### src/rtl/mmap_pkg.sv
package mmap_pkg;
   localparam int TGT_W   = 4;
   localparam int NUM_TGT = 8;

   typedef enum logic [TGT_W-1:0] {
      T_NONE  = 4'd0,
      T_ROM   = 4'd1,
      T_BOOT  = 4'd2,
      T_VRAM  = 4'd3,
      T_XRAM  = 4'd4,
      T_WRAM0 = 4'd5,
      T_WRAMX = 4'd6,
      T_SPR   = 4'd7,
      T_IO    = 4'd8
   } tgt_e;

   typedef enum logic [1:0] {
      MD_HBLANK = 2'd0,
      MD_VBLANK = 2'd1,
      MD_SCAN   = 2'd2,
      MD_PIXEL  = 2'd3
   } disp_mode_e;
endpackage

### src/rtl/mmap_boot_ctl.sv
module mmap_boot_ctl #(
   parameter bit BOOT_AT_RESET = 1'b1
) (
   input  logic clk,
   input  logic rst_n,
   input  logic boot_off,
   output logic boot_on
);
   always_ff @(posedge clk or negedge rst_n) begin
      if (!rst_n)        boot_on <= BOOT_AT_RESET;
      else if (boot_off) boot_on <= 1'b0;
   end

   // once cleared the overlay never comes back before reset
   assert_boot_sticky_R4: assert property (@(posedge clk) disable iff (!rst_n)
      !boot_on |=> !boot_on);
   assert_boot_clear_R4: assert property (@(posedge clk) disable iff (!rst_n)
      boot_off |=> !boot_on);
endmodule

### src/rtl/mmap_region_decode.sv
module mmap_region_decode
   import mmap_pkg::*;
#(
   parameter int ADDR_W       = 16,
   parameter int BOOT_BYTES   = 256,
   parameter bit SPR_WR_GATED = 1'b1,
   localparam int OFS_W       = ADDR_W - 1
) (
   input  logic [ADDR_W-1:0] addr,
   input  logic              is_wr,
   input  logic [1:0]        mode,
   input  logic              boot_on,
   output tgt_e              tgt,
   output logic [OFS_W-1:0]  ofs
);
   localparam logic [ADDR_W-1:0] BOOT_END = ADDR_W'(BOOT_BYTES);
   localparam logic [ADDR_W-1:0] XRAM_LO  = ADDR_W'(16'hA000);
   localparam logic [ADDR_W-1:0] WRAM0_LO = ADDR_W'(16'hC000);
   localparam logic [ADDR_W-1:0] WRAMX_LO = ADDR_W'(16'hD000);
   localparam logic [ADDR_W-1:0] ECHO_LO  = ADDR_W'(16'hE000);
   localparam logic [ADDR_W-1:0] SPR_LO   = ADDR_W'(16'hFE00);
   localparam logic [ADDR_W-1:0] HOLE_LO  = ADDR_W'(16'hFEA0);
   localparam logic [ADDR_W-1:0] IO_LO    = ADDR_W'(16'hFF00);

   logic in_blank, spr_ok, vram_ok;

   assign in_blank = (mode == MD_HBLANK) || (mode == MD_VBLANK);
   assign vram_ok  = (mode != MD_PIXEL);

   generate
      if (SPR_WR_GATED) begin : g_spr_wr_gated
         assign spr_ok = in_blank;
      end else begin : g_spr_wr_open
         assign spr_ok = in_blank || is_wr;
      end
   endgenerate

   always_comb begin
      tgt = T_NONE;
      ofs = '0;
      if (!addr[ADDR_W-1]) begin
         if (!is_wr && boot_on && (addr < BOOT_END)) begin
            tgt = T_BOOT;
            ofs = OFS_W'(addr & (BOOT_END - 1'b1));
         end else begin
            tgt = T_ROM;
            ofs = addr[OFS_W-1:0];
         end
      end else if (addr < XRAM_LO) begin
         if (vram_ok) begin
            tgt = T_VRAM;
            ofs = OFS_W'(addr[12:0]);
         end
      end else if (addr < WRAM0_LO) begin
         tgt = T_XRAM;
         ofs = OFS_W'(addr[12:0]);
      end else if (addr < WRAMX_LO) begin
         tgt = T_WRAM0;
         ofs = OFS_W'(addr[11:0]);
      end else if (addr < ECHO_LO) begin
         tgt = T_WRAMX;
         ofs = OFS_W'(addr[11:0]);
      end else if (addr < SPR_LO) begin
         tgt = addr[12] ? T_WRAMX : T_WRAM0;
         ofs = OFS_W'(addr[11:0]);
      end else if (addr < HOLE_LO) begin
         if (spr_ok) begin
            tgt = T_SPR;
            ofs = OFS_W'(addr[7:0]);
         end
      end else if (addr >= IO_LO) begin
         tgt = T_IO;
         ofs = OFS_W'(addr[7:0]);
      end
   end
endmodule

### src/rtl/mmap_read_mux.sv
module mmap_read_mux
   import mmap_pkg::*;
#(
   parameter int DATA_W = 8,
   localparam int IDX_W = $clog2(NUM_TGT)
) (
   input  logic                           clk,
   input  logic                           rst_n,
   input  logic                           cap,
   input  tgt_e                           tgt,
   input  logic [NUM_TGT-1:0][DATA_W-1:0] rd_bus,
   output logic                           rd_valid,
   output logic [DATA_W-1:0]              rd_data
);
   tgt_e             rd_q;
   logic [IDX_W-1:0] idx;

   always_ff @(posedge clk or negedge rst_n) begin
      if (!rst_n) begin
         rd_q     <= T_NONE;
         rd_valid <= 1'b0;
      end else begin
         rd_q     <= cap ? tgt : T_NONE;
         rd_valid <= cap;
      end
   end

   assign idx     = IDX_W'(rd_q - 4'd1);
   assign rd_data = (rd_valid && rd_q != T_NONE) ? rd_bus[idx] : '1;

   // data phase follows every read strobe by exactly one cycle
   assert_rd_phase_R11: assert property (@(posedge clk) disable iff (!rst_n)
      cap |=> rd_valid);
   assert_rd_idle_R11: assert property (@(posedge clk) disable iff (!rst_n)
      !cap |=> !rd_valid);
endmodule

### src/rtl/mmap_decoder.sv
module mmap_decoder
   import mmap_pkg::*;
#(
   parameter int ADDR_W        = 16,
   parameter int DATA_W        = 8,
   parameter int BOOT_BYTES    = 256,
   parameter bit BOOT_AT_RESET = 1'b1,
   parameter bit SPR_WR_GATED  = 1'b1,
   localparam int OFS_W        = ADDR_W - 1
) (
   input  logic              clk,
   input  logic              rst_n,
   input  logic [ADDR_W-1:0] cpu_addr,
   input  logic              cpu_rd,
   input  logic              cpu_wr,
   input  logic [1:0]        disp_mode,
   input  logic              boot_off,
   input  logic [DATA_W-1:0] rom_rdata,
   input  logic [DATA_W-1:0] boot_rdata,
   input  logic [DATA_W-1:0] vram_rdata,
   input  logic [DATA_W-1:0] xram_rdata,
   input  logic [DATA_W-1:0] wram0_rdata,
   input  logic [DATA_W-1:0] wramx_rdata,
   input  logic [DATA_W-1:0] spr_rdata,
   input  logic [DATA_W-1:0] io_rdata,
   output logic [7:0]        tgt_sel,
   output logic [OFS_W-1:0]  tgt_ofs,
   output logic              rd_valid,
   output logic [DATA_W-1:0] rd_data
);
   if (ADDR_W != 16) begin : g_bad_addr_w
      $error("mmap_decoder: ADDR_W must be 16");
   end
   if (DATA_W < 1) begin : g_bad_data_w
      $error("mmap_decoder: DATA_W must be positive");
   end
   if (BOOT_BYTES < 2 || BOOT_BYTES > 16384 || (BOOT_BYTES & (BOOT_BYTES - 1)) != 0) begin : g_bad_boot
      $error("mmap_decoder: BOOT_BYTES must be a power of two up to 16384");
   end

   logic boot_on, access, is_wr;
   tgt_e tgt;
   logic [NUM_TGT-1:0][DATA_W-1:0] rd_bus;

   assign access = cpu_rd || cpu_wr;
   assign is_wr  = cpu_wr && !cpu_rd;

   mmap_boot_ctl #(.BOOT_AT_RESET(BOOT_AT_RESET)) u_boot (
      .clk(clk), .rst_n(rst_n), .boot_off(boot_off), .boot_on(boot_on));

   mmap_region_decode #(
      .ADDR_W(ADDR_W), .BOOT_BYTES(BOOT_BYTES), .SPR_WR_GATED(SPR_WR_GATED)
   ) u_dec (
      .addr(cpu_addr), .is_wr(is_wr), .mode(disp_mode), .boot_on(boot_on),
      .tgt(tgt), .ofs(tgt_ofs));

   generate
      for (genvar i = 0; i < NUM_TGT; i++) begin : g_sel
         assign tgt_sel[i] = access && (tgt == tgt_e'(i + 1));
      end
   endgenerate

   assign rd_bus = {io_rdata, spr_rdata, wramx_rdata, wram0_rdata,
                    xram_rdata, vram_rdata, boot_rdata, rom_rdata};

   mmap_read_mux #(.DATA_W(DATA_W)) u_rmux (
      .clk(clk), .rst_n(rst_n), .cap(cpu_rd), .tgt(tgt), .rd_bus(rd_bus),
      .rd_valid(rd_valid), .rd_data(rd_data));

   // single target, and only during an access
   assert_sel_onehot_R12: assert property (@(posedge clk) disable iff (!rst_n)
      $onehot0(tgt_sel));
   assert_sel_idle_R12: assert property (@(posedge clk) disable iff (!rst_n)
      !access |-> (tgt_sel == '0));
   // sprite memory reachable only in the blanking modes
   assert_spr_blank_R7: assert property (@(posedge clk) disable iff (!rst_n)
      tgt_sel[6] |-> (disp_mode == MD_HBLANK || disp_mode == MD_VBLANK));
   // video RAM closed during pixel transfer
   assert_vram_pixel_R8: assert property (@(posedge clk) disable iff (!rst_n)
      tgt_sel[2] |-> (disp_mode != MD_PIXEL));
   // a read that selected nothing returns all ones
   assert_open_read_R9: assert property (@(posedge clk) disable iff (!rst_n)
      (cpu_rd && tgt_sel == '0) |=> (rd_data == '1));
endmodule

### config.mk
export PLATFORM = sky130hd
export DESIGN_NAME = mmap_decoder
export DESIGN_NICKNAME = d
export VERILOG_FILES = /design/src/rtl/mmap_pkg.sv /design/src/rtl/mmap_boot_ctl.sv /design/src/rtl/mmap_region_decode.sv /design/src/rtl/mmap_read_mux.sv /design/src/rtl/mmap_decoder.sv
export SDC_FILE = /design/constraint.sdc
export NUM_CORES = 1
export LEC_CHECK = 0
export BUFFER_PORTS_ARGS = -buffer_cell sky130_fd_sc_hd__clkbuf_2
export CORE_AREA = 10 10 68 70
export CTS_CLUSTER_SIZE = 28
export DETAILED_ROUTE_END_ITERATION = 16
export DIE_AREA = 0 0 78 80
export PLACE_DENSITY = 0.75
export SLEW_MARGIN = 0
export SYNTH_ARGS = -nofsm -noshare
export SYNTH_HDL_FRONTEND = slang
export SYNTH_SLANG_ARGS = --single-unit
### constraint.sdc
create_clock -name clk -period 3.45 [get_ports clk]
set_clock_uncertainty 0.15 [all_clocks]
set_input_delay 0.345 -clock clk [delete_from_list [all_inputs] [get_ports clk]]
set_output_delay 0.345 -clock clk [all_outputs]
set_load 0.1 [all_outputs]
== Yosys cells after proc, flatten, opt, wreduce, memory -nomap -nowiden ==
Cells that the tools add are included.

* Add/subtract/negate cells: 1
* $lt $le $gt $ge: 9
* Reductions and logical operators: 18
* Eq/ne operators: 10
* Multiplexer cells: 27

{| class="wikitable"
|+ Operators by type and width
! operator !! count
|-
| 2-to-1 mux 15 bit || 8
|-
| less-than comparator 16 bit, second input constant || 6
|-
| 2-to-1 mux 4 bit || 9
|-
| 2-to-1 mux 8 bit || 4
|-
| binary-select mux 8 bit (select 3 bit) || 1
|-
| == test 4 x 3 -> 1 bit, second input constant || 4
|-
| >= comparator 16 bit, second input constant || 1
|-
| less-than comparator 16 x 9 -> 1 bit, second input constant || 1
|-
| 2-to-1 mux 13 bit || 1
|-
| logical AND 1 bit || 12
|-
| == test 4 x 2 -> 1 bit, second input constant || 2
|-
| 2-to-1 mux 2 bit || 3
|-
| == test 4 x 1 -> 1 bit, second input constant || 1
|-
| == test 4 bit, second input constant || 1
|-
| less-than comparator 3 x 4 -> 1 bit, second input constant || 1
|-
| nonzero test 4 bit || 1
|-
| 2-to-1 mux 3 bit || 1
|-
| subtractor 3 x 1 -> 3 bit, second input constant || 1
|-
| == test 2 x 1 -> 1 bit, second input constant || 1
|-
| zero test 1 bit || 2
|-
| zero test 2 bit || 1
|-
| logical OR 1 bit || 2
|-
| inequality test 2 bit, second input constant || 1
|}

* Bits in registers: 6
* Output and inout bits: 32

== Longest topological paths before layout ==
Gate-level depths: netlist (run 1).

* Depth after elaboration: 12
* Gate-level depth with buffers: 9
* Depth with buffers taken out: 5

== By module ==
From an unflattened synthesis (run 1), not the netlist that was laid out.

* Cell total of the unflattened synthesis: 128
* Area total of the unflattened synthesis: 1231.2 µm²

{| class="wikitable"
|+ By module, submodules not included
! module !! instances !! cells an instance !! area an instance (µm²)
|-
| mmap_read_mux || 1 || 49 || 729.4
|-
| mmap_region_decode || 1 || 63 || 380.4
|-
| mmap_decoder || 1 || 14 || 81.3
|-
| mmap_boot_ctl || 1 || 2 || 40.0
|}

== Worst setup path after synthesis (run 1) ==
OpenSTA, ideal clock, no wires.

* Path type: register to output
* Start point: reg u_boot.boot_on
* End point: out tgt_sel[1]
* Path slack: -0.369 ns
* Cell stages (with the launch flop): 5
* Path buffers: 0
* Arrival time: 3.324 ns
* Cells stage by stage: dfstp_2 -> nor4b_1 -> o2111a_1 -> o221ai_1 -> nor3_1

* Word-level cells in the longest chain between the ends: 6

{| class="wikitable"
|+ Ends and longest elaborated chain
! element !! RTL line !! RTL
|-
| start: declaration || mmap_boot_ctl.sv:7 || <nowiki>output logic boot_on</nowiki>
|-
| start signal: assignment || mmap_boot_ctl.sv:10 || <nowiki>if (!rst_n) boot_on <= BOOT_AT_RESET;</nowiki>
|-
| start signal: assignment || mmap_boot_ctl.sv:11 || <nowiki>else if (boot_off) boot_on <= 1'b0;</nowiki>
|-
| logical AND 1 bit (2 in a row) || mmap_region_decode.sv:42 || <nowiki>if (!is_wr && boot_on && (addr < BOOT_END)) begin</nowiki>
|-
| 2-to-1 mux 2 bit || mmap_region_decode.sv:42 ||
|-
| 2-to-1 mux 4 bit || mmap_region_decode.sv:41 || <nowiki>if (!addr[ADDR_W-1]) begin</nowiki>
|-
| == test 4 x 2 -> 1 bit || mmap_decoder.sv:59 || <nowiki>assign tgt_sel[i] = access && (tgt == tgt_e'(i + 1));</nowiki>
|-
| logical AND 1 bit || mmap_decoder.sv:59 ||
|-
| end: declaration || mmap_decoder.sv:26 || <nowiki>output logic [7:0] tgt_sel,</nowiki>
|}

No other way between the ends.

== Worst setup path after layout (run 1) ==
* Start point: reg u_rmux.rd_q[0]
* End point: out rd_data[7]

* Word-level cells in the longest chain between the ends: 4
* Elaborated cells between the ends (all ways): 6

{| class="wikitable"
|+ Ends and longest elaborated chain
! element !! RTL line !! RTL
|-
| start: declaration || mmap_read_mux.sv:15 || <nowiki>tgt_e rd_q;</nowiki>
|-
| start signal: assignment || mmap_read_mux.sv:23 || <nowiki>rd_q <= cap ? tgt : T_NONE;</nowiki>
|-
| subtractor 3 x 1 -> 3 bit || mmap_read_mux.sv:28 || <nowiki>assign idx = IDX_W'(rd_q - 4'd1);</nowiki>
|-
| binary-select mux 8 bit (select 3 bit) || mmap_read_mux.sv:29 || <nowiki>assign rd_data = (rd_valid && rd_q != T_NONE) ? rd_bus[idx] : '1;</nowiki>
|-
| 2-to-1 mux 8 bit (implied by the code) || mmap_read_mux.sv:29 ||
|-
| 2-to-1 mux 8 bit (*) || mmap_read_mux.sv:29 ||
|-
| end: declaration || mmap_decoder.sv:29 || <nowiki>output logic [DATA_W-1:0] rd_data</nowiki>
|}

Mark *: on every way between the ends. The rest lies on a longest branch, timed or not. The select of a mux whose other input is x is not followed.

==> impl_metrics.yaml, run 1 <==
placement:
  dp_hpwl_microns: 4520
  gp_congestion: 0.886
  post-place-cells: 281
  port-buffer-count: 118
  dpl_cell_area_sq_mm: 0.00175
synthesis:
  synth_top_area_share_pct: 32.7
  syn_inst: 121
  synth.yosys.warnings: 0
  ys_types: 35
  synthMostInstantiatedCell: "sky130_fd_sc_hd__nand2_1"
  synth-async-reset-ratio_pct: 100
  synth_flop_cell: "sky130_fd_sc_hd__dfrtp_1"
  post_synth_main_area_contributors: "sky130_fd_sc_hd__mux4_2, sky130_fd_sc_hd__dfrtp_1, sky130_fd_sc_hd__and2_1, sky130_fd_sc_hd__nand2_1, sky130_fd_sc_hd__nand3_1"
  syn_avg_cell_area_sq_um: 9.10
  ys_top_cells_by_count: "sky130_fd_sc_hd__nand2_1, sky130_fd_sc_hd__mux4_2, sky130_fd_sc_hd__and2_1, sky130_fd_sc_hd__nand3_1, sky130_fd_sc_hd__nor3_1"
  mappedNetlistNets: 210
  synth.cell_area_sq_mm: 0.00110
  synth_sequential_area_ratio_pct: 13.7
  postSynthRegisterBits: 6
  edff_count_synth: 0
  synthDominantAreaCellType: "sky130_fd_sc_hd__mux4_2"
critical_path:
  critical_setup_path_class: "register to output port"
  path_cells: "inv_1 > ha_1 > mux4_2 > nand2_1 > nand3_1 > clkbuf_2"
  reg2reg_to: "u_rmux.rd_q[1]$_DFF_PN0_"
  cp-end-kind: "output port"
  critical_path.endpoint: "rd_data[7]"
  reg2regPathDepth: 4
  critPathMaxFanout: 16
  worst_ep_arrival_time_ps: 2350
  timing.critical_path.slowest_stage_cell: "sky130_fd_sc_hd__ha_1"
  timing.critical_path.required_ps: 2950
  timing.critical_path.from: "u_rmux.rd_q[0]$_DFF_PN0_"
  reg_to_reg_slack_setup_ps: 1680
  critical-path-max-stage-delay_ps: 700
  critical_path.startpoint_type: "register"
  rr_startpoint: "u_boot.boot_on$_DFFE_PN1P_"
global_route:
  grt_max_degree: 17
  antenna_found_initial: 0
  first_pass_grt_wire_length_microns: 7970
  total_gr_overflow: 0
  grt_pass1_vias: 1656
  grt_util_all_layers_pct: 15.6
outcome:
  result_of_the_run: "finished, final reports clean"
clocking:
  cts.sink_count: 6
  post-cts-setup-buffers: 0
  cts_hold_buf: 1
  tritoncts: "built"
  clk_latency_worst_skew_pair_ps: 240
  htreeDepth: 1
  clockBufferDepth: 2
  cts_buffers: 3
  clockRootBuffer: "sky130_fd_sc_hd__clkbuf_4"
  cts-resized-gates: 0
  clk_pin_slew_ps: 50
layout:
  nFillCells: 310
  num_antenna_cells: 0
  area_delta_synth_final_pct: 61.8
  num-nets-final: 330
  final-instance-count-excl-fill: 286
  layout_cell_area_excl_fill_sq_mm: 0.00178
  multiInputGateArea_sq_um: 916
  register_area_sq_um: 151
  final_layout_size_suffix_gt1_share_pct: 61.3
power:
  power.density_mw_per_mm2: 305
  total_power_uw: 543
  cellLeakagePower_nw: 0.901
  worst_ir_drop_vdd_uv: 191
drt:
  final_antenna_net_count: 0
  wirelength_microns: 5050
  remaining_drc_errors: 0
  vias: 1501
  drt_pre_antenna_iters: 4
  drt-initial-drc-count: 52
  route.detailed.vias_per_inst: 5.25
  drt-wirelength-per-cell_microns: 17.6
sta:
  setup_total_negative_slack_ps: 0
  drv_slew: 0
  fin_crit_sh_pct: 82.5
  grt_setup_unrepaired: "false"
  fmax_mhz: 351
  timing_worst_slew_pin_value_ps: 642
  final_hold_viol_count: 0
  period_needed_ps: 2850
  setup_viol_count_final: 0
  max-slew-margin-rel_pct: 57.2
floorplan:
  die_x_microns: 78
  floorplan.die.height_microns: 80
  top_level_ports: 119
  floorplan.initialDensity_pct: 33.5
  coreArea_sq_mm: 0.00328
  area_of_the_die_sq_mm: 0.00624
  floorplan.rows: 21
job:
  max_cap_viol_count: 0
hold_path:
  worstHoldPathType: "input pin to register"
  min_from: "boot_off"
-- registers in the layout, summed over array words and instances (netlist names) --
name             count
u_rmux.rd_q          4
u_boot.boot_on       1
u_rmux.rd_valid      1
-- cells by family (layout without fill, tap and decap cells) --
family / Yosys count / after routing / share of synthesized area, %
compound gates: 17 / 17 / 12.7
xor+xnor: 2 / 2 / 1.59
fa+ha+maj: 2 / 2 / 2.27
buf+inv: 11 / 130 / 4.43
flops: 6 / 6 / 13.8
mux: 16 / 16 / 32.7
simple gates: 67 / 67 / 32.5
-- per-stage QoR --
| step | setup slack [ps] | hold slack [ps] | utilization, % |
|---|---|---|---|
| 4_1_cts | 608 | 72.3 | 54.2 |
| 3_3_place_gp | 873 | 19.7 | 53.1 |
| 6_report | 604 | 75.8 | 54.2 |
| 2_1_floorplan | -369 | -101 | - |
| 5_1_grt | 415 | 67.6 | 54.2 |
| 3_5_place_dp | 821 | 22.6 | 53.1 |
-- power breakdown --
group / total, mW / internal (mW) / switching [mW] / leakage [nW]
registers: 0.0746 / 0.0732 / 0.00142 / 0.0754
logic: 0.401 / 0.120 / 0.281 / 0.811
clock network: 0.0677 / 0.0437 / 0.0240 / 0.0150
-- per-layer routing --
metal / vias up / routed length, microns / GRT usage, %
met5: - / 0 / 0
met4: 0 / 34 / 3.94
met3: 4 / 856 / 9.46
met2: 118 / 2110 / 25.3
met1: 671 / 2050 / 17.0
li1: 708 / - / -
-- cell usage in the layout, fill, tap and decap left out, types with 2 or more instances in the layout --
master	instances
sky130_fd_sc_hd__clkbuf_2	118
sky130_fd_sc_hd__or3_1	2
sky130_fd_sc_hd__and2_1	15
sky130_fd_sc_hd__ha_1	2
sky130_fd_sc_hd__mux4_2	16
sky130_fd_sc_hd__nand2_1	18
sky130_fd_sc_hd__nor2_1	6
sky130_fd_sc_hd__o221ai_1	2
sky130_fd_sc_hd__a211oi_1	3
sky130_fd_sc_hd__dfrtp_1	5
sky130_fd_sc_hd__o21ai_1	2
sky130_fd_sc_hd__nand3_1	9
sky130_fd_sc_hd__clkbuf_4	3
sky130_fd_sc_hd__inv_1	6
sky130_fd_sc_hd__nor3_1	5
sky130_fd_sc_hd__nor2b_1	3
sky130_fd_sc_hd__nor3_2	3
sky130_fd_sc_hd__o21ai_0	2
-- cell type report --
class                   instances  area share (%)
multi-input cells             104            51.4
repair buffers                120            34.1
flip-flops and latches          6            8.50
well taps                      46            3.23
clock buffers                   4            1.47
inverters                       6            1.26
-- critical path: cells and delay by family (launching register included) --
family,cells,cell delay (ps)
flip-flops,1,340
buffers and inverters,2,470
multiplexers,1,420
AND/OR/NAND/NOR,2,170
adder cells (fa/ha/maj),1,700
-- how the worst min path moves through the flow --
stage,cells after the start,to,slack [ps]
detailed placement,1,u_rmux.rd_valid$_DFF_PN0_,20
finish,2,u_boot.boot_on$_DFFE_PN1P_,80
global route,2,u_boot.boot_on$_DFFE_PN1P_,70
global placement,1,u_rmux.rd_valid$_DFF_PN0_,20
CTS,2,u_boot.boot_on$_DFFE_PN1P_,70
floorplan,0,u_rmux.rd_q[0]$_DFF_PN0_,-100
Note: power is estimated with default switching activity, not from simulation.
==> run 2: changes to the inputs <==
- CORE_AREA: 10 10 68 70 -> 10 10 70 72
- DIE_AREA: 0 0 78 80 -> 0 0 80 82
- PLACE_DENSITY: 0.75 -> 0.73
- clock period: 3.45 -> 2.4 ns (I/O delays scaled with it)
==> impl_metrics.yaml, run 2 (synthesis results as in run 1) <==
floorplan:
  area_of_the_die_sq_mm: 0.00656
  top_level_ports: 119
  coreArea_sq_mm: 0.00358
  floorplan.initialDensity_pct: 30.8
  floorplan.rows: 22
  floorplan.die.height_microns: 82
  die_x_microns: 80
sta:
  drv_slew: 0
  finalWorstSetupSlack_ps: 36.3
  max-slew-margin-rel_pct: 63.1
  timing_worst_slew_pin_value_ps: 556
  period_needed_ps: 2360
  fmax_mhz: 423
  final_hold_viol_count: 0
  grt_setup_unrepaired: "true"
  setup_viol_count_final: 0
  fin_crit_sh_pct: 98.5
  fin_worst_hold_slack_ps: 58.3
global_route:
  grt_pass1_vias: 1726
  antenna_found_initial: 0
  first_pass_grt_wire_length_microns: 9110
  total_gr_overflow: 0
  grt_util_all_layers_pct: 17.9
  grt_max_degree: 17
layout:
  final-instance-count-excl-fill: 293
  mostFrequentLayoutCell: "sky130_fd_sc_hd__clkbuf_2"
  reg.largest.list: "u_rmux.rd_q: 4 flops, u_boot.boot_on: 1 flops, u_rmux.rd_valid: 1 flops"
  most_frequent_cells_in_the_layout: "sky130_fd_sc_hd__clkbuf_2, sky130_fd_sc_hd__buf_12, sky130_fd_sc_hd__nand2_1"
  max_flop_register: "u_rmux.rd_q"
  largest_reg_flops: 4
  num_antenna_cells: 0
  num-nets-final: 335
  area_delta_synth_final_pct: 123
  final_layout_size_suffix_gt1_share_pct: 71.0
  post-route-util_pct: 68.5
critical_path:
  critical_setup_path_class: "register to output port"
  timing.critical_path.from: "u_boot.boot_on$_DFFE_PN1P_"
  cp-end-kind: "output port"
  reg2reg_to: "u_rmux.rd_q[1]$_DFF_PN0_"
  critPathMaxFanout: 5
  reg_to_reg_slack_setup_ps: 640
  worst_ep_arrival_time_ps: 1970
  critical_path.startpoint_type: "register"
  timing.critical_path.required_ps: 2010
  reg2regPathDepth: 4
  critical_path.endpoint: "tgt_sel[1]"
  rr_startpoint: "u_boot.boot_on$_DFFE_PN1P_"
drt:
  drt-initial-drc-count: 54
  drt-wirelength-per-cell_microns: 20.0
  final_antenna_net_count: 0
  drt_pre_antenna_iters: 5
  route.detailed.vias_per_inst: 5.36
  vias: 1571
  wirelength_microns: 5870
  remaining_drc_errors: 0
clocking:
  cts_buffers: 3
  cts.sink_count: 6
  clk_pin_slew_ps: 50
  tritoncts: "built"
  htreeDepth: 1
  clockBufferDepth: 2
  clk_latency_worst_skew_pair_ps: 230
  clockRootBuffer: "sky130_fd_sc_hd__clkbuf_4"
power:
  cellLeakagePower_nw: 1.11
  worst_ir_drop_vdd_uv: 231
  total_power_uw: 980
  power.density_mw_per_mm2: 400
placement:
  pre_cts_ws_ps: 93.0
  post-place-cells: 286
  dp_hpwl_microns: 5290
  port-buffer-count: 118
  gp_congestion: 0.927
job:
  max_cap_viol_count: 0
hold_path:
  worstHoldPathType: "input pin to register"
  hold_path_depth: 1
outcome:
  result_of_the_run: "finished, final reports clean"
## run 2: cell types whose count changed in the layout (fill, tap and decap cells not counted), sizes merged
cell and change:
buf +31, clkbuf -27, dlygate4sd3 +1
## run 2: report_power, final
group | internal (mW) | switching, mW | total, mW
clock network | 0.0629 | 0.0349 | 0.0977
logic | 0.300 | 0.474 | 0.774
registers | 0.105 | 0.00223 | 0.108
## run 2: timing repair
item                                    4_1_cts  5_1_grt
resized for setup                             3        5
pin swaps                                     1        2
hold buffers                                  2        0
endpoints found under the hold margin         7        0
setup buffers                                 1        0
endpoints found under the setup margin       13       26
## run 2: through the flow
| stage | setup TNS, ps | instance area (sq um) |
|---|---|---|
| 2_1_floorplan | -676 | 1310 |
| 3_3_place_gp | 0 | 2360 |
| 3_5_place_dp | 0 | 2360 |
| 4_1_cts | 0 | 2420 |
| 5_1_grt | -260 | 2450 |
| 6_report | 0 | 2450 |
## run 2: metal layers
metal  global-route usage (%)  vias up  part of all wire (%)
met2                     30.7      134                    47
li1                         -      719                     -
met5                        0        -                     0
met1                     19.1      710                    34
met4                     4.23        0                   1.9
met3                     9.28        8                    18
## run 2: worst min-delay path by stage
stage	startpoint	to	slack, ps
after global placement	rst_n	u_rmux.rd_q[1]$_DFF_PN0_	-80
after CTS	cpu_rd	u_rmux.rd_valid$_DFF_PN0_	40
after global routing	cpu_rd	u_rmux.rd_valid$_DFF_PN0_	70
final	cpu_rd	u_rmux.rd_valid$_DFF_PN0_	60
after floorplan	rst_n	u_rmux.rd_q[0]$_DFF_PN0_	-210
after detailed placement	rst_n	u_rmux.rd_q[0]$_DFF_PN0_	-80
## run 2: critical path: stages (launching register included)
cell                       delay, ps
sky130_fd_sc_hd__dfstp_2         520
sky130_fd_sc_hd__nor4b_2         220
sky130_fd_sc_hd__o2111a_2        330
sky130_fd_sc_hd__a221oi_2         50
sky130_fd_sc_hd__buf_4           180
sky130_fd_sc_hd__nor3_4          230
sky130_fd_sc_hd__buf_12          200
## run 2: layout make-up
| class | instances | area (sq um) |
|---|---|---|
| inverters | 6 | 22.5 |
| clock buffers | 4 | 26.3 |
| well taps | 48 | 60.1 |
| multi-input cells | 104 | 1140 |
| repair buffers | 125 | 1050 |
| fillers | 289 | 1130 |
| flip-flops and latches | 6 | 153 |
==> run 3: changes to the inputs <==
- ABC_AREA: unset -> 0
- MAX_ROUTING_LAYER: unset -> met4
- SETUP_SLACK_MARGIN: unset -> 0.4
==> impl_metrics.yaml, run 3 (synthesis results as in run 1) <==
layout:
  register_area_sq_um: 154
  reg.largest.list: "u_rmux.rd_q: 4 flops, u_boot.boot_on: 1 flops, u_rmux.rd_valid: 1 flops"
  num_antenna_cells: 0
  post-route-util_pct: 76.6
  nFillCells: 251
  multiInputGateArea_sq_mm: 0.00129
  num-nets-final: 341
  final_layout_size_suffix_gt1_share_pct: 86.5
  layout_cell_area_excl_fill_sq_mm: 0.00274
  max_flop_register: "u_rmux.rd_q"
  most_frequent_cells_in_the_layout: "sky130_fd_sc_hd__clkbuf_2, sky130_fd_sc_hd__buf_12, sky130_fd_sc_hd__mux4_2, sky130_fd_sc_hd__nand2_2, sky130_fd_sc_hd__and2_2"
  largest_reg_flops: 4
  mostFrequentLayoutCell: "sky130_fd_sc_hd__clkbuf_2"
  area_delta_synth_final_pct: 149
drt:
  wirelength_microns: 5670
  final_antenna_net_count: 0
  route.detailed.vias_per_inst: 5.19
  drt_pre_antenna_iters: 3
  drt-wirelength-per-cell_microns: 19.0
  remaining_drc_errors: 0
  drt-initial-drc-count: 31
  vias: 1553
sta:
  fin_crit_sh_pct: 96.8
  setup_viol_count_final: 0
  final_hold_viol_count: 0
  period_needed_ps: 2320
  grt_setup_unrepaired: "true"
  drv_slew: 0
  fmax_mhz: 430
  max-slew-margin-rel_pct: 63.8
  fin_worst_hold_slack_ps: 65.4
  timing_worst_slew_pin_value_ps: 545
  setup_total_negative_slack_ps: 0
floorplan:
  die_x_microns: 80
  floorplan.initialDensity_pct: 30.8
  coreArea_sq_mm: 0.00358
  area_of_the_die_sq_mm: 0.00656
  floorplan.die.height_microns: 82
  floorplan.rows: 22
  top_level_ports: 119
clocking:
  tritoncts: "built"
  clk_latency_worst_skew_pair_ps: 250
  clockRootBuffer: "sky130_fd_sc_hd__clkbuf_4"
  cts.sink_count: 6
  htreeDepth: 1
  clockBufferDepth: 2
  cts_buffers: 3
  clk_pin_slew_ps: 50
global_route:
  antenna_found_initial: 0
  first_pass_grt_wire_length_microns: 8920
  grt_max_degree: 13
  grt_util_all_layers_pct: 17.7
  grt_pass1_vias: 1758
  total_gr_overflow: 0
power:
  int_power_uw: 518
  p_sw_share_pct: 51.3
  power_frac_seq_pct: 10.4
  cellLeakagePower_nw: 1.20
  worst_ir_drop_vdd_uv: 253
  power.density_mw_per_mm2: 388
  power.clock.fraction_pct: 9.6
  total_switching_power_uw: 546
  pwr-share-comb_pct: 80.0
critical_path:
  critical_path.n_buffers_inverters: 2
  timing.critical_path.slowest_stage_cell: "sky130_fd_sc_hd__a221o_2"
  top_delay_family_on_crit_path: "compound AO/OA/AOI/OAI gates"
  worst_ep_arrival_time_ps: 1930
  path_cells: "nor4b_4 > o2111a_2 > buf_12 > a221o_2 > nor3_4 > buf_12"
  critical-path-max-stage-delay_ps: 400
  cp-end-kind: "output port"
  timing.critical_path.required_ps: 2010
  critical_path.startpoint_type: "register"
  critical_setup_path_class: "register to output port"
  critPathMaxFanout: 4
  cp_common_cell: "sky130_fd_sc_hd__buf_12"
outcome:
  result_of_the_run: "finished, final reports clean"
placement:
  port-buffer-count: 118
  dp_hpwl_microns: 4880
  dpl_cell_area_sq_mm: 0.00249
  gp_congestion: 0.911
hold_path:
  worstHoldPathType: "input pin to register"
job:
  max_cap_viol_count: 0
[run 3: cell count changes in the layout (fill, tap and decap cells not counted), moves of 3 or more]
cell	before	now
sky130_fd_sc_hd__nand2_1	18	2
sky130_fd_sc_hd__clkbuf_2	91	88
sky130_fd_sc_hd__buf_12	27	30
sky130_fd_sc_hd__and2_2	0	9
sky130_fd_sc_hd__nand2_2	0	16
sky130_fd_sc_hd__and2_4	0	3
sky130_fd_sc_hd__and2_1	15	3
[run 3: worst paths after layout]
check | start | to | slack, ps | cells past startpoint
max | u_boot.boot_on$_DFFE_PN1P_ | tgt_sel[6] | 80 | 6
min | cpu_rd | u_rmux.rd_valid$_DFF_PN0_ | 70 | 1
min in group asynchronous | rst_n | u_rmux.rd_q[2]$_DFF_PN0_ | 200 | 2
min reg2reg | u_boot.boot_on$_DFFE_PN1P_ | u_boot.boot_on$_DFFE_PN1P_ | 350 | 1
max reg2reg | u_boot.boot_on$_DFFE_PN1P_ | u_rmux.rd_q[1]$_DFF_PN0_ | 670 | 4
max in group asynchronous | rst_n | u_boot.boot_on$_DFFE_PN1P_ | 1680 | 2
[run 3: per-layer routing]
metal | global-route usage [%] | share of wire (%) | up-vias
met1 | 18.3 | 37 | 718
met3 | 7.10 | 12 | 6
met2 | 31.5 | 50 | 93
met5 | - | 0 | -
met4 | 2.82 | 0.78 | 0
li1 | - | - | 736
[run 3: per-stage QoR]
step,worst slack (ps),std cells,total power [mW]
floorplan,6.19,121,0.644
global placement,205,285,0.898
detailed placement,171,285,0.907
CTS,63.4,298,1.06
global route,22.4,299,1.11
finish,75.9,299,1.06
[run 3: timing repair]
| item | in CTS | in global routing |
|---|---|---|
| resized for setup | 23 | 5 |
| cloned | 1 | 0 |
| setup buffers | 6 | 1 |
| endpoints found under the setup margin | 28 | 28 |
| pin swaps | 20 | 7 |
| hold buffers | 2 | 0 |
| endpoints found under the hold margin | 7 | 0 |
[run 3: worst register-to-register path: stages (launching register included)]
cell	delay, ps
sky130_fd_sc_hd__dfstp_2	540
sky130_fd_sc_hd__nor4b_4	190
sky130_fd_sc_hd__o2111a_2	310
sky130_fd_sc_hd__o221a_2	330
sky130_fd_sc_hd__and2_1	150
[run 3: power groups by stage]
stage          Clock, mW  Sequential, mW  Combinational, mW
2_1_floorplan          0           0.115              0.529
3_3_place_gp           0           0.110              0.787
3_5_place_dp           0           0.110              0.797
4_1_cts            0.104           0.111              0.847
5_1_grt            0.110           0.111              0.892
6_report           0.102           0.110              0.851
[run 3: cell type report]
cell class / instances / share of cell area (%)
Multi-Input combinational cell: 104 / 47.1
Clock buffer: 4 / 0.959
Sequential cell: 6 / 5.62
Tap cell: 48 / 2.19
Inverter: 6 / 1.00
Timing Repair Buffer: 131 / 43.1
